[config.mk]
export PLATFORM = sky130hd
export DESIGN_NAME = snoop_cc_ctrl
export DESIGN_NICKNAME = d
export VERILOG_FILES = /design/src/rtl/snoop_cc_pkg.sv /design/src/rtl/scc_line_store.sv /design/src/rtl/scc_snoop.sv /design/src/rtl/scc_master.sv /design/src/rtl/snoop_cc_ctrl.sv
export SDC_FILE = /design/constraint.sdc
export NUM_CORES = 1
export LEC_CHECK = 0
export BUFFER_PORTS_ARGS = -buffer_cell sky130_fd_sc_hd__buf_2
export CELL_PAD_IN_SITES_DETAIL_PLACEMENT = 1
export CELL_PAD_IN_SITES_GLOBAL_PLACEMENT = 2
export CORE_MARGIN = 4
export CORE_UTILIZATION = 45
export CTS_BUF_LIST = sky130_fd_sc_hd__clkbuf_8
export DETAILED_ROUTE_END_ITERATION = 6
export GPL_TIMING_DRIVEN = 0
export PLACE_DENSITY_LB_ADDON = 0.2
export RECOVER_POWER = 25
export SLEW_MARGIN = 40
export SYNTH_ARGS = -nofsm -noshare
export SYNTH_HDL_FRONTEND = slang
export SYNTH_SLANG_ARGS = --single-unit
export TNS_END_PERCENT = 30
[constraint.sdc]
create_clock -name clk -period 5.4 [get_ports clk]
set_clock_uncertainty 0.05 [all_clocks]
set_input_delay 0.27 -clock clk [delete_from_list [all_inputs] [get_ports clk]]
set_output_delay 0.27 -clock clk [all_outputs]
set_load 0.05 [all_outputs]
[src/rtl/snoop_cc_pkg.sv]
package snoop_cc_pkg;
   typedef enum logic [1:0] {
      LS_INV   = 2'd0,
      LS_CLEAN = 2'd1,
      LS_DIRTY = 2'd2
   } line_st_t;

   typedef enum logic [1:0] {
      BOP_NONE  = 2'd0,
      BOP_READ  = 2'd1,
      BOP_INVAL = 2'd2,
      BOP_WRITE = 2'd3
   } bus_op_t;
endpackage

[src/rtl/scc_line_store.sv]
module scc_line_store
   import snoop_cc_pkg::*;
#(
   parameter int LINES  = 16,
   parameter int TAG_W  = 4,
   parameter int DATA_W = 16
) (
   input  logic                       clk,
   input  logic                       rst_n,
   input  logic [$clog2(LINES)-1:0]   a_idx,
   output line_st_t                   a_st,
   output logic [TAG_W-1:0]           a_tag,
   output logic [DATA_W-1:0]          a_dat,
   input  logic [$clog2(LINES)-1:0]   b_idx,
   output line_st_t                   b_st,
   output logic [TAG_W-1:0]           b_tag,
   output logic [DATA_W-1:0]          b_dat,
   input  logic                       wa_en,
   input  logic [$clog2(LINES)-1:0]   wa_idx,
   input  line_st_t                   wa_st,
   input  logic [TAG_W-1:0]           wa_tag,
   input  logic [DATA_W-1:0]          wa_dat,
   input  logic                       wb_en,
   input  logic [$clog2(LINES)-1:0]   wb_idx,
   input  line_st_t                   wb_st
);
   localparam int IDX_W = $clog2(LINES);

   line_st_t            st_all  [LINES];
   logic [TAG_W-1:0]    tag_all [LINES];
   logic [DATA_W-1:0]   dat_all [LINES];

   for (genvar g = 0; g < LINES; g++) begin : g_line
      line_st_t            st_r;
      logic [TAG_W-1:0]    tag_r;
      logic [DATA_W-1:0]   dat_r;

      always_ff @(posedge clk or negedge rst_n) begin
         if (!rst_n) begin
            st_r  <= LS_INV;
            tag_r <= '0;
            dat_r <= '0;
         end else if (wa_en && wa_idx == IDX_W'(g)) begin
            st_r  <= wa_st;
            tag_r <= wa_tag;
            dat_r <= wa_dat;
         end else if (wb_en && wb_idx == IDX_W'(g)) begin
            st_r  <= wb_st;
         end
      end

      assign st_all[g]  = st_r;
      assign tag_all[g] = tag_r;
      assign dat_all[g] = dat_r;
   end

   assign a_st  = st_all[a_idx];
   assign a_tag = tag_all[a_idx];
   assign a_dat = dat_all[a_idx];
   assign b_st  = st_all[b_idx];
   assign b_tag = tag_all[b_idx];
   assign b_dat = dat_all[b_idx];


   snoop_upd_chk: assert property (@(posedge clk) disable iff (!rst_n)
      (wb_en && !(wa_en && wa_idx == wb_idx)) |=> (st_all[$past(wb_idx)] == $past(wb_st)));
endmodule

[src/rtl/scc_snoop.sv]
module scc_snoop
   import snoop_cc_pkg::*;
#(
   parameter int TAG_W  = 4,
   parameter int DATA_W = 16
) (
   input  logic               snp_valid,
   input  bus_op_t            snp_op,
   input  logic [TAG_W-1:0]   snp_tag,
   input  logic               bus_gnt,
   input  line_st_t           line_st,
   input  logic [TAG_W-1:0]   line_tag,
   input  logic [DATA_W-1:0]  line_dat,
   output logic               hit,
   output logic               supply,
   output logic [DATA_W-1:0]  sdata,
   output logic               upd_en,
   output line_st_t           upd_st
);
   logic active;

   assign active = snp_valid && !bus_gnt;
   assign hit    = active && (line_st != LS_INV) && (line_tag == snp_tag);
   assign supply = hit && (snp_op == BOP_READ) && (line_st == LS_DIRTY);
   assign sdata  = line_dat;

   always_comb begin
      upd_en = 1'b0;
      upd_st = line_st;
      if (supply) begin
         upd_en = 1'b1;
         upd_st = LS_CLEAN;
      end else if (hit && snp_op == BOP_INVAL) begin
         upd_en = 1'b1;
         upd_st = LS_INV;
      end
   end
endmodule

[src/rtl/scc_master.sv]
module scc_master
   import snoop_cc_pkg::*;
#(
   parameter int ADDR_W = 8,
   parameter int DATA_W = 16,
   parameter int IDX_W  = 4
) (
   input  logic                       clk,
   input  logic                       rst_n,
   input  logic                       cpu_req,
   input  logic                       cpu_we,
   input  logic [ADDR_W-1:0]          cpu_addr,
   input  logic [DATA_W-1:0]          cpu_wdata,
   output logic                       cpu_stall,
   input  logic                       snoop_blk,
   input  line_st_t                   line_st,
   input  logic [ADDR_W-IDX_W-1:0]    line_tag,
   input  logic [DATA_W-1:0]          line_dat,
   output logic                       bus_req,
   input  logic                       bus_gnt,
   output bus_op_t                    bus_op,
   output logic [ADDR_W-1:0]          bus_addr,
   output logic [DATA_W-1:0]          bus_wdata,
   input  logic [DATA_W-1:0]          bus_rdata,
   output logic                       wa_en,
   output line_st_t                   wa_st,
   output logic [ADDR_W-IDX_W-1:0]    wa_tag,
   output logic [DATA_W-1:0]          wa_dat
);
   localparam int TAG_W = ADDR_W - IDX_W;

   typedef enum logic [1:0] {M_IDLE, M_WB, M_RD, M_INV} mst_t;
   mst_t state_q, state_d;

   logic [TAG_W-1:0] req_tag;
   logic [IDX_W-1:0] req_idx;
   logic line_hit, done, wb_live, rd_live, inv_live;

   assign req_tag  = cpu_addr[ADDR_W-1:IDX_W];
   assign req_idx  = cpu_addr[IDX_W-1:0];
   assign line_hit = (line_st != LS_INV) && (line_tag == req_tag);

   assign done     = cpu_req && (state_q == M_IDLE) && line_hit && !snoop_blk
                     && (!cpu_we || line_st == LS_DIRTY);
   assign cpu_stall = cpu_req && !done;

   assign wb_live  = (state_q == M_WB)  && (line_st == LS_DIRTY);
   assign rd_live  = (state_q == M_RD);
   assign inv_live = (state_q == M_INV) && line_hit && (line_st == LS_CLEAN);
   assign bus_req  = wb_live || rd_live || inv_live;

   always_comb begin
      bus_op    = BOP_NONE;
      bus_addr  = cpu_addr;
      bus_wdata = line_dat;
      if (wb_live) begin
         bus_op   = BOP_WRITE;
         bus_addr = {line_tag, req_idx};
      end else if (rd_live) begin
         bus_op   = BOP_READ;
      end else if (inv_live) begin
         bus_op   = BOP_INVAL;
      end
   end

   always_comb begin
      wa_en  = 1'b0;
      wa_st  = line_st;
      wa_tag = line_tag;
      wa_dat = line_dat;
      if (done && cpu_we) begin
         wa_en  = 1'b1;
         wa_st  = LS_DIRTY;
         wa_dat = cpu_wdata;
      end else if (bus_gnt && wb_live) begin
         wa_en  = 1'b1;
         wa_st  = LS_INV;
      end else if (bus_gnt && rd_live) begin
         wa_en  = 1'b1;
         wa_st  = LS_CLEAN;
         wa_tag = req_tag;
         wa_dat = bus_rdata;
      end else if (bus_gnt && inv_live) begin
         wa_en  = 1'b1;
         wa_st  = LS_DIRTY;
      end
   end

   always_comb begin
      state_d = state_q;
      unique case (state_q)
         M_IDLE: if (cpu_req && !done && !snoop_blk) begin
            if (!line_hit) state_d = (line_st == LS_DIRTY) ? M_WB : M_RD;
            else           state_d = M_INV;
         end
         M_WB:   if (!wb_live || bus_gnt) state_d = M_RD;
         M_RD:   if (bus_gnt) state_d = M_IDLE;
         M_INV:  if (!inv_live || bus_gnt) state_d = M_IDLE;
         default: state_d = M_IDLE;
      endcase
   end

   always_ff @(posedge clk or negedge rst_n) begin
      if (!rst_n) state_q <= M_IDLE;
      else        state_q <= state_d;
   end


   req_stall_chk: assert property (@(posedge clk) disable iff (!rst_n)
      bus_req |-> cpu_stall);


   wb_then_rd_chk: assert property (@(posedge clk) disable iff (!rst_n)
      (bus_req && bus_gnt && bus_op == BOP_WRITE) |=> (bus_req && bus_op == BOP_READ));


   inv_dirty_chk: assert property (@(posedge clk) disable iff (!rst_n)
      ($past(bus_req && bus_gnt && bus_op == BOP_INVAL) && cpu_req && $stable(cpu_addr))
      |-> (line_hit && line_st == LS_DIRTY));


   fill_clean_chk: assert property (@(posedge clk) disable iff (!rst_n)
      ($past(bus_req && bus_gnt && bus_op == BOP_READ) && cpu_req && $stable(cpu_addr))
      |-> (line_hit && line_st == LS_CLEAN));
endmodule

[src/rtl/snoop_cc_ctrl.sv]
module snoop_cc_ctrl
   import snoop_cc_pkg::*;
#(
   parameter int ADDR_W = 8,
   parameter int DATA_W = 16,
   parameter int LINES  = 16
) (
   input  logic               clk,
   input  logic               rst_n,
   input  logic               cpu_req,
   input  logic               cpu_we,
   input  logic [ADDR_W-1:0]  cpu_addr,
   input  logic [DATA_W-1:0]  cpu_wdata,
   output logic [DATA_W-1:0]  cpu_rdata,
   output logic               cpu_stall,
   output logic               bus_req,
   input  logic               bus_gnt,
   output logic [1:0]         bus_op,
   output logic [ADDR_W-1:0]  bus_addr,
   output logic [DATA_W-1:0]  bus_wdata,
   input  logic [DATA_W-1:0]  bus_rdata,
   input  logic               snoop_valid,
   input  logic [1:0]         snoop_op,
   input  logic [ADDR_W-1:0]  snoop_addr,
   output logic               snoop_supply,
   output logic [DATA_W-1:0]  snoop_data
);
   localparam int IDX_W = $clog2(LINES);
   localparam int TAG_W = ADDR_W - IDX_W;

   initial begin
      param_chk: assert (LINES >= 2 && (LINES & (LINES - 1)) == 0 && ADDR_W > IDX_W && DATA_W > 0)
         else $error("snoop_cc_ctrl: bad parameters");
   end

   logic [IDX_W-1:0]  cpu_idx, snp_idx;
   line_st_t          a_st, b_st, wa_st, upd_st;
   logic [TAG_W-1:0]  a_tag, b_tag, wa_tag;
   logic [DATA_W-1:0] a_dat, b_dat, wa_dat;
   logic              wa_en, upd_en, snp_hit, snoop_blk;
   bus_op_t           op_int;

   assign cpu_idx   = cpu_addr[IDX_W-1:0];
   assign snp_idx   = snoop_addr[IDX_W-1:0];
   assign snoop_blk = snp_hit && (snp_idx == cpu_idx);
   assign cpu_rdata = a_dat;
   assign bus_op    = op_int;

   scc_line_store #(.LINES(LINES), .TAG_W(TAG_W), .DATA_W(DATA_W)) u_store (
      .clk(clk), .rst_n(rst_n),
      .a_idx(cpu_idx), .a_st(a_st), .a_tag(a_tag), .a_dat(a_dat),
      .b_idx(snp_idx), .b_st(b_st), .b_tag(b_tag), .b_dat(b_dat),
      .wa_en(wa_en), .wa_idx(cpu_idx), .wa_st(wa_st), .wa_tag(wa_tag), .wa_dat(wa_dat),
      .wb_en(upd_en), .wb_idx(snp_idx), .wb_st(upd_st)
   );

   scc_snoop #(.TAG_W(TAG_W), .DATA_W(DATA_W)) u_snoop (
      .snp_valid(snoop_valid), .snp_op(bus_op_t'(snoop_op)),
      .snp_tag(snoop_addr[ADDR_W-1:IDX_W]), .bus_gnt(bus_gnt),
      .line_st(b_st), .line_tag(b_tag), .line_dat(b_dat),
      .hit(snp_hit), .supply(snoop_supply), .sdata(snoop_data),
      .upd_en(upd_en), .upd_st(upd_st)
   );

   scc_master #(.ADDR_W(ADDR_W), .DATA_W(DATA_W), .IDX_W(IDX_W)) u_master (
      .clk(clk), .rst_n(rst_n),
      .cpu_req(cpu_req), .cpu_we(cpu_we), .cpu_addr(cpu_addr), .cpu_wdata(cpu_wdata),
      .cpu_stall(cpu_stall), .snoop_blk(snoop_blk),
      .line_st(a_st), .line_tag(a_tag), .line_dat(a_dat),
      .bus_req(bus_req), .bus_gnt(bus_gnt), .bus_op(op_int), .bus_addr(bus_addr),
      .bus_wdata(bus_wdata), .bus_rdata(bus_rdata),
      .wa_en(wa_en), .wa_st(wa_st), .wa_tag(wa_tag), .wa_dat(wa_dat)
   );
endmodule

==> impl_metrics.csv <==
group,metric,value,unit
critical_path,worstReg2RegEnd,"u_store.g_line[9].dat_r[1]$_DFFE_PN0P_",
global_routing,grt_pass1_wl,105,mm
critical_path,crit_arrival,4.16,ns
critical_path,r2r-start,"u_store.g_line[15].tag_r[0]$_DFFE_PN0P_",
route,via_count,14100,
synth,synth_area,0.0208,mm2
finish,nNetsFinal,1640,
cts,cts_max_level,3,
route,drtIter0Drc,1229,
run,maxCapViolCount,3,
finish,final_cell_mix,"mux2_2, dfrtp_1, mux4_2, buf_2, clkbuf_8",
cts,numCtsBuffers,68,
power,pwr-share-clk,0.320,
critical_path,ff2ff_path_depth,11,
timing,slew_violations,167,
cts,clk_pin_slew,0.06,ns
cts,cts_root_buf,"clkbuf_8",
floorplanning,start_util,0.456,
timing,rsz0062_at_grt,"no",
global_routing,grt_pass1_vias,15200,
finish,drive_gt1_frac,0.578,
worst_hold_path,whs_path_depth,5,
critical_path,crit_fanout,10,
synth,muxShareOfSynthArea,0.448,
power,p_sw_frac,0.328,
floorplanning,rows,78,
synth,synth_edf_count,0,
power,vdd_drop_max,0.212,mV
worst_hold_path,min_from,"cpu_req",
finish,register_area,0.00886,mm2
finish,fin_area,0.0237,mm2
placed_design,placed_area,0.0223,mm2
cts,cts_setup_buffers,0,
timing,min_period_over_period,0.829,
timing,relSlewSlack,-0.523,
cts,clock_latency,0.66,ns
power,pwr_density_cell,357,mW/mm2
synth,ys_warn_count,0,
cts,cts_max_path_buffers,3,
cts,cts_tree,"done",
worst_hold_path,timing.hold.worst_endpoint,"u_master.state_q[0]$_DFFE_PN0P_",
route,wirelength,71.2,mm
route,via_per_inst,6.30,
floorplanning,fp.dieW,223,um
critical_path,r2r_setup_slack,1.27,ns
route,post_drt_wl_per_cell,31.9,um
critical_path,critPathKind,"flop to output port",
finish,fin_util,0.521,
timing,layout_setup_ws,0.923,ns
synth,synth_fp_nets,1441,
synth,synth-seq-cells,354,
synth,synth_ff_type,"dfrtp_1",
floorplanning,pin_count,117,
synth,yosys.area_share.simple,0.0456,
timing,setup_viol,0,
placed_design,portBuffers,111,
timing,worst_pin_slew,2.28,ns
global_routing,grt_max_degree,74,
route,post-route-drc-count,0,
synth,synth_area_leaders,"dfrtp_1, mux4_2, mux2_2",
power,power_leakage,11.1,nW
critical_path,startpoint_type,"flop",
run_status,outcome,"finished with violations",
timing,fmax,223,MHz
floorplanning,dieArea,0.0496,mm2
cts,numClockSinks,354,
synth,synth_cells,1385,
placed_design,dp_hpwl,48.3,mm
finish,multi_input_area,0.0110,mm2
finish,final_common_cell,"mux2_2",
power,combPwrFrac,0.270,
power,p_int,5.69,mW
synth,async_flop_share,1.00,
synth,synth_fa_ha_area_frac,0,
power,pwr-share-seq,0.410,
global_routing,overflow,0,
synth,syn_area_per_cell,15.0,um2
synth,yosysSeqAreaShare,0.427,
global_routing,grtUsageTotal,0.288,
run_status,violations,"max-capacitance violations, max-slew violations",
timing,timing.final.crit_period,4.48,ns
synth,synth_compound_area_frac,0.0294,
placed_design,place_ws,0.900,ns
worst_hold_path,worst_hold_path_type,"primary input to flop",
route,dr.pass1.iters,4,
synth,synth_top_area_frac,0.427,
route,antenna_left,0,
synth,synth_xor_area_frac,0.00500,
floorplanning,coreArea,0.0455,mm2
finish,fill_cells,4460,
global_routing,antenna_found_initial,0,
synth,synth_top_family_by_area,"multiplexers",
power,p_switching,2.78,mW
timing,finalHoldViolCount,0,
critical_path,critPathRequiredTime,5.08,ns
cts,cts_resized,0,
placed_design,gp_congestion,0.872,
synth,yosysTopAreaCell,"dfrtp_1",
synth,yosys.cell_types.count,66,
critical_path,endpoint_kind,"output port",
floorplanning,die_h,223,um
finish,area_growth,14.2,%
-- worst max-delay path, cell delays in order (launching register included) --
cell       delay (ns)
dfrtp_1          0.40
mux4_2           0.47
mux2i_1          0.22
xor2_1           0.17
nor2_1           0.08
a2111oi_4        0.64
nand2_1          0.11
nor2_1           0.52
clkbuf_1         0.52
buf_2            0.37
-- repair_timing --
action / 4_1_cts / 5_1_grt
endpoints found under the hold margin: 190 / 0
hold buffers: 12 / 0
setup endpoints to repair: 0 / 0
-- worst max-delay path by stage --
| stage | cells after the start | to | start | slack (ns) |
|---|---|---|---|---|
| global route | 9 | snoop_supply | u_store.g_line[15].tag_r[0]$_DFFE_PN0P_ | 0.79 |
| detailed placement | 13 | u_store.g_line[13].dat_r[4]$_DFFE_PN0P_ | snoop_addr[1] | 0.90 |
| floorplan | 14 | u_store.g_line[7].dat_r[0]$_DFFE_PN0P_ | cpu_addr[1] | 1.30 |
| CTS | 9 | snoop_supply | u_store.g_line[15].tag_r[0]$_DFFE_PN0P_ | 0.92 |
| finish | 9 | snoop_supply | u_store.g_line[15].tag_r[0]$_DFFE_PN0P_ | 0.92 |
| global placement | 1 | u_store.g_line[11].dat_r[8]$_DFFE_PN0P_ | rst_n | -3.20 |
-- cells in the mapped netlist, drive strengths merged (2+ instances only) --
cell,instances
o2111ai,2
or3,17
mux2,401
mux4,198
xor2,7
nor3,6
nor2,40
and3,6
a22o,17
a211oi,2
o21ai,10
clkbuf,36
a31oi,4
nor4,4
or2,3
a22oi,2
nor2b,7
inv,12
buf,109
and3b,2
nor3b,8
nand4,3
o211ai,3
o22ai,5
a221oi,3
nand2,26
a2111oi,2
a32oi,2
a31o,2
nand3,14
nand3b,2
xnor2,4
mux2i,28
dfrtp,354
o21bai,2
nand2b,9
and2,15
o2bb2ai,3
-- cell families (layout without fill, tap and decap cells) --
logic type | count (synthesis) | count (layout)
AO/OA/AOI/OAI | 71 | 71
XOR/XNOR | 11 | 11
flip-flops | 354 | 354
multiplexers | 627 | 627
other | 0 | 1
buffers and inverters | 158 | 404
AND/OR/NAND/NOR | 164 | 164
-- per-stage QoR --
stage	TNS (ns)	power, mW	std cells	hold slack (ns)
2_1_floorplan	0	5.07	1385	-0.0756
3_3_place_gp	-1118.59	5.68	2096	0.443
3_5_place_dp	0	5.79	2102	0.127
4_1_cts	0	8.51	2231	0.00584
5_1_grt	0	8.83	2231	0.0180
6_report	0	8.47	2232	0.0256
-- sequential cells by signal, indices dropped and copies added, names as in the netlist --
name	flops
u_store.g_line.dat_r	256
u_store.g_line.tag_r	64
u_store.g_line.st_r	32
u_master.state_q	2
-- layer usage --
metal  GRT usage  vias to the layer above  part of all wire
li1            -                     5761                 -
met5           0                        -                 0
met4       0.103                        0             0.039
met1       0.386                     7698              0.42
met3      0.0469                      145             0.048
met2       0.479                      453              0.49
-- power by group through the flow --
stage / Clock, mW / Combinational, mW / Sequential (mW)
after floorplan: 0 / 1.71 / 3.36
after global placement: 0 / 2.22 / 3.45
after detailed placement: 0 / 2.29 / 3.50
after CTS: 2.75 / 2.31 / 3.46
after global routing: 2.88 / 2.44 / 3.52
final: 2.71 / 2.29 / 3.47
-- final cells by class --
type / instances / area share
clock inverters: 35 / 0.00961
inverters: 13 / 0.00206
repair buffers: 129 / 0.0333
clock buffers: 82 / 0.0476
well taps: 600 / 0.0317
diodes: 1 / 0.000106
plain buffers: 145 / 0.0394
multi-input cells: 873 / 0.462
flip-flops and latches: 354 / 0.374
Note: power is estimated with default switching activity, not from simulation.
